File: src/rtl/ps_sequencer.sv
module ps_sequencer #(
  parameter int NPHASE    = 3,
  parameter int DVID_W    = 4,
  parameter int DVID_FAST = 8
) (
  input  logic              clk,
  input  logic              rst_n,
  input  logic              ps_vld,
  input  logic [1:0]        ps_code,
  input  logic              vid_vld,
  input  logic              vid_up,
  input  logic              vid_fast,
  input  logic              tgt_reached,
  output logic [1:0]        mode,
  output logic [NPHASE-1:0] pwm_en,
  output logic              dem_en,
  output logic              ramping,
  output logic              dvid_up,
  output logic [DVID_W-1:0] dvid_code,
  output logic              ps_err
);
  localparam logic [1:0] FULL = 2'd0;
  localparam logic [1:0] DEM  = 2'd2;
  localparam logic [DVID_W-1:0] CODE_FAST = DVID_W'(DVID_FAST);
  localparam logic [DVID_W-1:0] CODE_SLOW = DVID_W'(DVID_FAST / 4);

  logic       up_q, fast_q, hold_v;
  logic [1:0] hold_code;

  wire ps_ok  = ps_vld && (ps_code != 2'd3);
  wire finish = ramping && tgt_reached;

  always_ff @(posedge clk or negedge rst_n) begin
    if (!rst_n) begin
      mode      <= FULL;
      ramping   <= 1'b0;
      up_q      <= 1'b0;
      fast_q    <= 1'b0;
      hold_v    <= 1'b0;
      hold_code <= FULL;
      ps_err    <= 1'b0;
    end else begin
      ps_err <= ps_vld && !ps_ok;
      if (vid_vld) begin
        mode    <= FULL;
        ramping <= 1'b1;
        up_q    <= vid_up;
        fast_q  <= vid_fast;
        hold_v  <= 1'b0;
      end else if (finish) begin
        ramping <= 1'b0;
        hold_v  <= 1'b0;
        if (ps_ok)       mode <= ps_code;
        else if (hold_v) mode <= hold_code;
      end else if (ps_ok) begin
        if (ramping) begin
          hold_v    <= 1'b1;
          hold_code <= ps_code;
        end else begin
          mode <= ps_code;
        end
      end
    end
  end

  for (genvar p = 0; p < NPHASE; p++) begin : g_phase
    if (p == 0) begin : g_main
      assign pwm_en[p] = 1'b1;
    end else begin : g_aux
      assign pwm_en[p] = (mode == FULL);
    end
  end

  assign dem_en    = (mode == DEM);
  assign dvid_up   = ramping && up_q;
  assign dvid_code = dvid_up ? (fast_q ? CODE_FAST : CODE_SLOW) : '0;
endmodule

File: config.mk
export PLATFORM = sky130hd
export DESIGN_NAME = ps_sequencer
export DESIGN_NICKNAME = d
export VERILOG_FILES = /design/src/rtl/ps_sequencer.sv
export SDC_FILE = /design/constraint.sdc
export NUM_CORES = 1
export LEC_CHECK = 0
export BUFFER_PORTS_ARGS = -buffer_cell sky130_fd_sc_hd__buf_2
export CORE_AREA = 2 2 39 41
export DETAILED_ROUTE_END_ITERATION = 16
export DIE_AREA = 0 0 41 43
export GPL_TIMING_DRIVEN = 0
export PLACE_DENSITY = 0.69
export SYNTH_ARGS = -nofsm -noshare
export SYNTH_HDL_FRONTEND = slang
export SYNTH_SLANG_ARGS = --single-unit
File: constraint.sdc
create_clock -name clk -period 1.75 [get_ports clk]
set_input_delay 0.175 -clock clk [delete_from_list [all_inputs] [get_ports clk]]
set_output_delay 0.175 -clock clk [all_outputs]
set_load 0.02 [all_outputs]
**Yosys cells after proc, flatten, opt, wreduce, memory -nomap -nowiden**

Index checks and enable logic that the tools add are counted.

- RAM bits: 0
- Memory bits (read-only): 0
- Memories: 0
- Output and inout port bits: 13
- Input bits: 9
- Register bits: 9
- Latch bits: 0

- Multiplexer cells: 14
- Shift operators: 0
- Equal/unequal tests: 3
- Reduce and logical (&&, ||, !) cells: 13
- Div/mod/pow operators: 0
- Order comparisons: 0
- Multipliers: 0
- Add/sub/neg operators: 0
- Bitwise logic cells: 2

Operators by type and width:

| operator | count |
|---|---|
| 2-bit 2-to-1 mux | 6 |
| 3-bit nonzero test | 3 |
| 4-bit 2-to-1 mux | 2 |
| 1-bit 2-to-1 mux | 6 |
| 1-bit logical AND | 4 |
| 4-bit AND reduction | 1 |
| 3-bit by 2-bit != test with 1-bit output (second input constant) | 1 |
| 3-bit AND reduction | 1 |
| 2-bit == test (second input constant) | 1 |
| 2-bit zero test | 1 |
| 2-bit != test (second input constant) | 1 |
| 1-bit inverter | 2 |
| 2-bit AND reduction | 1 |
| 2-bit nonzero test | 1 |
| 1-bit zero test | 1 |

**Depth between registers and ports, before layout**

- Depth in word-level cells: 5
- Mapped depth: 4
- Depth with buffers taken out: 3

**Worst setup path after synthesis**

No wires, ideal clock.

- Kind: reg-to-reg
- From: register ramping
- To: register hold_code[0]
- Path buffers: 0
- Required time: 1.625 ns
- Arrival time: 1.276 ns
- Cell stages (with the launch flop): 4
- Library setup time: 0.125 ns
- Slack: 0.349 ns
- Cell sequence: dfrtp_1 -> nand2b_1 -> or3_4 -> mux2_4

- Word-level cells in the longest chain between the ends: 3

RTL lines:

| element | RTL line | RTL |
|---|---|---|
| start, declared | 17 | `output logic ramping,` |
| start signal, assigned | 36 | `ramping <= 1'b0;` |
| start signal, assigned | 46 | `ramping <= 1'b1;` |
| start signal, assigned | 51 | `ramping <= 1'b0;` |
| 1-bit logical AND | 31 | `wire finish = ramping && tgt_reached;` |
| 1-bit inverter (no source line) | n/a |  |
| 4-bit AND reduction (no source line) * | n/a |  |
| end signal, assigned | 58 | `hold_code <= ps_code;` |
| end, declared | 28 | `logic [1:0] hold_code;` |

Every way passes the cells marked *; elsewhere a longest branch is shown, timed or not.
A chain may end at the register's enable or synchronous reset.

**Final worst setup path**

- From: register ramping
- To: register hold_code[1]

Same word-level chain as after synthesis.

==> impl_results.rst <==
.. list-table::
   :header-rows: 1

   * - Metric
     - Value
   * - Synth area leaders
     - sky130_fd_sc_hd__dfrtp_1 45%, sky130_fd_sc_hd__nor2b_1 6.3%, sky130_fd_sc_hd__buf_4 6.0%, sky130_fd_sc_hd__mux2_4 6.0%, sky130_fd_sc_hd__mux2_2 4.5%
   * - Residual overflow from global routing
     - 0
   * - Footprint of the flip-flops and latches
     - 225 um2
   * - Std cell rows
     - 14
   * - Detail Placement HPWL
     - 722 um
   * - Initial DRC Count
     - 5
   * - Crit path kind
     - reg -> reg
   * - Final clock period utilization by the worst path
     - between 70% and 80%
   * - Mean Syn Cell Area
     - 10.9 um2
   * - Largest fanout of any net on the critical path
     - 9
   * - Average vias per placed instance
     - between 4 and 5
   * - Most common flop cell mapped by yosys
     - sky130_fd_sc_hd__dfrtp_1
   * - Maximum number of pins on one net before global-route repair
     - 10
   * - Clock tree from TritonCTS
     - built
   * - Post-Syn Area
     - about 500 um2
   * - Setup-violating endpoint count in the final report
     - 0
   * - Antenna violation net count after detailed routing
     - 0
   * - Number of hold violations in the final report
     - 0
   * - Worst hold path stage count
     - 2
   * - Fraction of synthesized cell area taken by the top area cell type
     - 45.0%
   * - Sink Count
     - 9
   * - Setup clock skew after layout
     - 0.00375 ns
   * - Die Span Y
     - between 40 and 50 um
   * - Most frequently used cell type in the post-synthesis netlist
     - sky130_fd_sc_hd__dfrtp_1
   * - Flip-flop and latch count after synthesis
     - 9
   * - Required time reported for the critical path endpoint
     - around 1.9 ns
   * - Core region area
     - 0.00138 mm2
   * - Worst flop-to-flop path endpoint
     - hold_code[1]
   * - Result of the run
     - completed
   * - Setup TNS after final layout
     - 0 ns
   * - Maximum operating frequency
     - 0.738 GHz
   * - Clock insertion delay at the later pin of the skew report
     - between 0.2 and 0.3 ns
   * - Post-CTS Setup Inserts
     - 0
   * - Syn Inst Count
     - 46
   * - P_leak
     - roughly 0.33 nW
   * - Residual DRC count
     - 0
   * - Min-Delay Startpoint
     - vid_up
   * - WP data arrival
     - roughly 1.5 ns
   * - Overall fraction of global-route tracks in use
     - 12.5%
   * - Top cells by instance count after synthesis
     - 9 x sky130_fd_sc_hd__dfrtp_1, 5 x sky130_fd_sc_hd__nor2b_1, 4 x sky130_fd_sc_hd__buf_4
   * - Number of filler instances in the final layout
     - 139
   * - Count of different cell masters after synthesis
     - 22
   * - Placed cell areas
     - 609 um2
   * - Max-slew violation count
     - 0
   * - Unrepaired setup endpoints after global routing
     - false
   * - Flop2flop setup slack
     - about 0.39 ns
   * - Clock tree buffer depth
     - 2
   * - Area of the multi-input gates
     - between 200 and 250 um2
   * - Deepest level of the CTS H-tree
     - 1
   * - Final net count
     - 79
   * - Synth area leader
     - sky130_fd_sc_hd__dfrtp_1
   * - Fraction of registers with async set or reset after synthesis
     - between 90% and 100%
   * - Total wire length after detailed routing
     - 897 um
   * - Clock Pin Slew Worst Setup and Hold Paths
     - 0.06 ns
   * - Initial antenna violation count
     - 0
   * - Number of iterations in the first detailed-routing pass
     - 2
   * - Layout cells sized above 1
     - 43.5%
   * - Vias
     - between 400 and 500
   * - Die Area
     - 0.00176 mm2
   * - Crit end category
     - flip-flop
   * - First-pass GRT wire length
     - 1.44 mm
   * - Hold Path Class
     - in -> reg
   * - Routability cong.
     - 0.751
   * - Area growth syn-to-layout
     - 29.2%
   * - Kind of launch point of the worst setup path
     - flip-flop
   * - Synth warnings
     - 0
   * - Root Buffer Master
     - sky130_fd_sc_hd__clkbuf_4
   * - Num CTS Buffers
     - 3
   * - Sequential-to-total area share from yosys stat
     - 45.0%
   * - I/O Pins
     - 22
   * - Post-route minimum period
     - ~1.4 ns
   * - Total inserted antenna cells
     - 0
   * - Starting utilization of the core area
     - 36.2%
   * - Worst hold path endpoint
     - up_q
   * - IO buf count
     - 17
   * - Vias in the first global route
     - between 300 and 400
   * - Wirelength per Cell
     - 10.6 um
   * - FF-to-FF Start
     - ramping
   * - Power density relative to cell area
     - 877 mW/mm2
   * - Post-route cell area
     - approximately 650 um2
   * - Worst-case vdd ir drop
     - 0.398 mV
   * - Die span in x
     - 41 um
   * - Number of synthesized flops with an enable pin
     - 0
   * - Number of max-capacitance violations reported
     - 0
   * - Number of cells traversed by the worst register-to-register path
     - 3
==> registers in the layout, indices dropped and copies added, names as in the netlist <==
name	cells
ramping	1
mode	2
up_q	1
hold_v	1
hold_code	2
fast_q	1
ps_err	1
==> cell families (layout without fill, tap and decap cells) <==
logic type	after synthesis	count (layout)	share of synthesized area (%)
flip-flops	9	9	45.0
multiplexers	4	4	10.5
AND/OR/NAND/NOR	15	15	19.5
AO/OA/AOI/OAI	11	11	16.7
buffers and inverters	5	27	6.75
other	2	3	1.50
==> area by class of cell <==
type / count / area share (%)
clock inverter: 1 / 0.774
tap: 16 / 3.09
sequential: 9 / 34.8
timing repair buffer: 18 / 14.7
multi-input combinational: 33 / 37.9
clock buffer: 3 / 3.48
buffer: 5 / 5.22
==> stage by stage <==
| step | power, W | util (%) | hold slack [ns] | instances | setup slack (ns) |
|---|---|---|---|---|---|
| after floorplan | 0.000357 | - | -0.121 | 47 | 0.349 |
| after global placement | 0.000404 | 44.0 | 0.0361 | 80 | 0.413 |
| after detailed placement | 0.000408 | 44.0 | 0.0376 | 80 | 0.400 |
| after CTS | 0.000572 | 46.7 | 0.142 | 85 | 0.393 |
| after global routing | 0.000606 | 46.7 | 0.130 | 85 | 0.300 |
| final | 0.000568 | 46.7 | 0.143 | 85 | 0.395 |
==> report_power, final <==
part	switching [W]	leakage, nW	internal [W]
clock	0.0000791	0.0177	0.0000844
combinational	0.0000808	0.202	0.0000724
sequential	0.0000179	0.111	0.000233
==> layout by cell type, fill, tap and decap left out, types with 2 or more instances in the layout <==
master / count
sky130_fd_sc_hd__buf_2: 17
sky130_fd_sc_hd__dfrtp_1: 9
sky130_fd_sc_hd__nor2b_1: 5
sky130_fd_sc_hd__buf_4: 4
sky130_fd_sc_hd__conb_1: 3
sky130_fd_sc_hd__clkbuf_4: 3
sky130_fd_sc_hd__and3_1: 2
sky130_fd_sc_hd__mux2_2: 2
sky130_fd_sc_hd__a21boi_0: 2
sky130_fd_sc_hd__nand2b_1: 2
sky130_fd_sc_hd__mux2_4: 2
sky130_fd_sc_hd__o32ai_1: 2
sky130_fd_sc_hd__o211ai_1: 2
sky130_fd_sc_hd__o31ai_1: 2
==> critical path: stages (launching register included) <==
cell                       delay [ns]
sky130_fd_sc_hd__dfrtp_1         0.45
sky130_fd_sc_hd__nand2b_1        0.13
sky130_fd_sc_hd__or3_4           0.36
sky130_fd_sc_hd__mux2_4          0.30
==> worst max path at each step <==
stage	depth (start not counted)	end	startpoint
final	3	hold_code[1]	ramping
after global routing	3	hold_code[1]	ramping
after CTS	3	hold_code[1]	ramping
after detailed placement	4	hold_code[1]	ps_code[0]
after global placement	3	hold_code[1]	ramping
after floorplan	3	hold_code[0]	ramping
==> metal layers <==
layer  vias up  track usage, %  share of wire, %
li1        209               -                 -
met1       199            13.8                40
met2        11            18.8                52
met3         2            5.24               5.8
met4         0            8.00               1.6
met5         -               0                 0
==> what timing repair did <==
action / CTS / global route
hold buffers: 1 / 0
hold endpoints to repair: 9 / 0
resized for setup: 0 / 0
endpoints found under the setup margin: 0 / 0
Power figures use the tool's default switching activity.
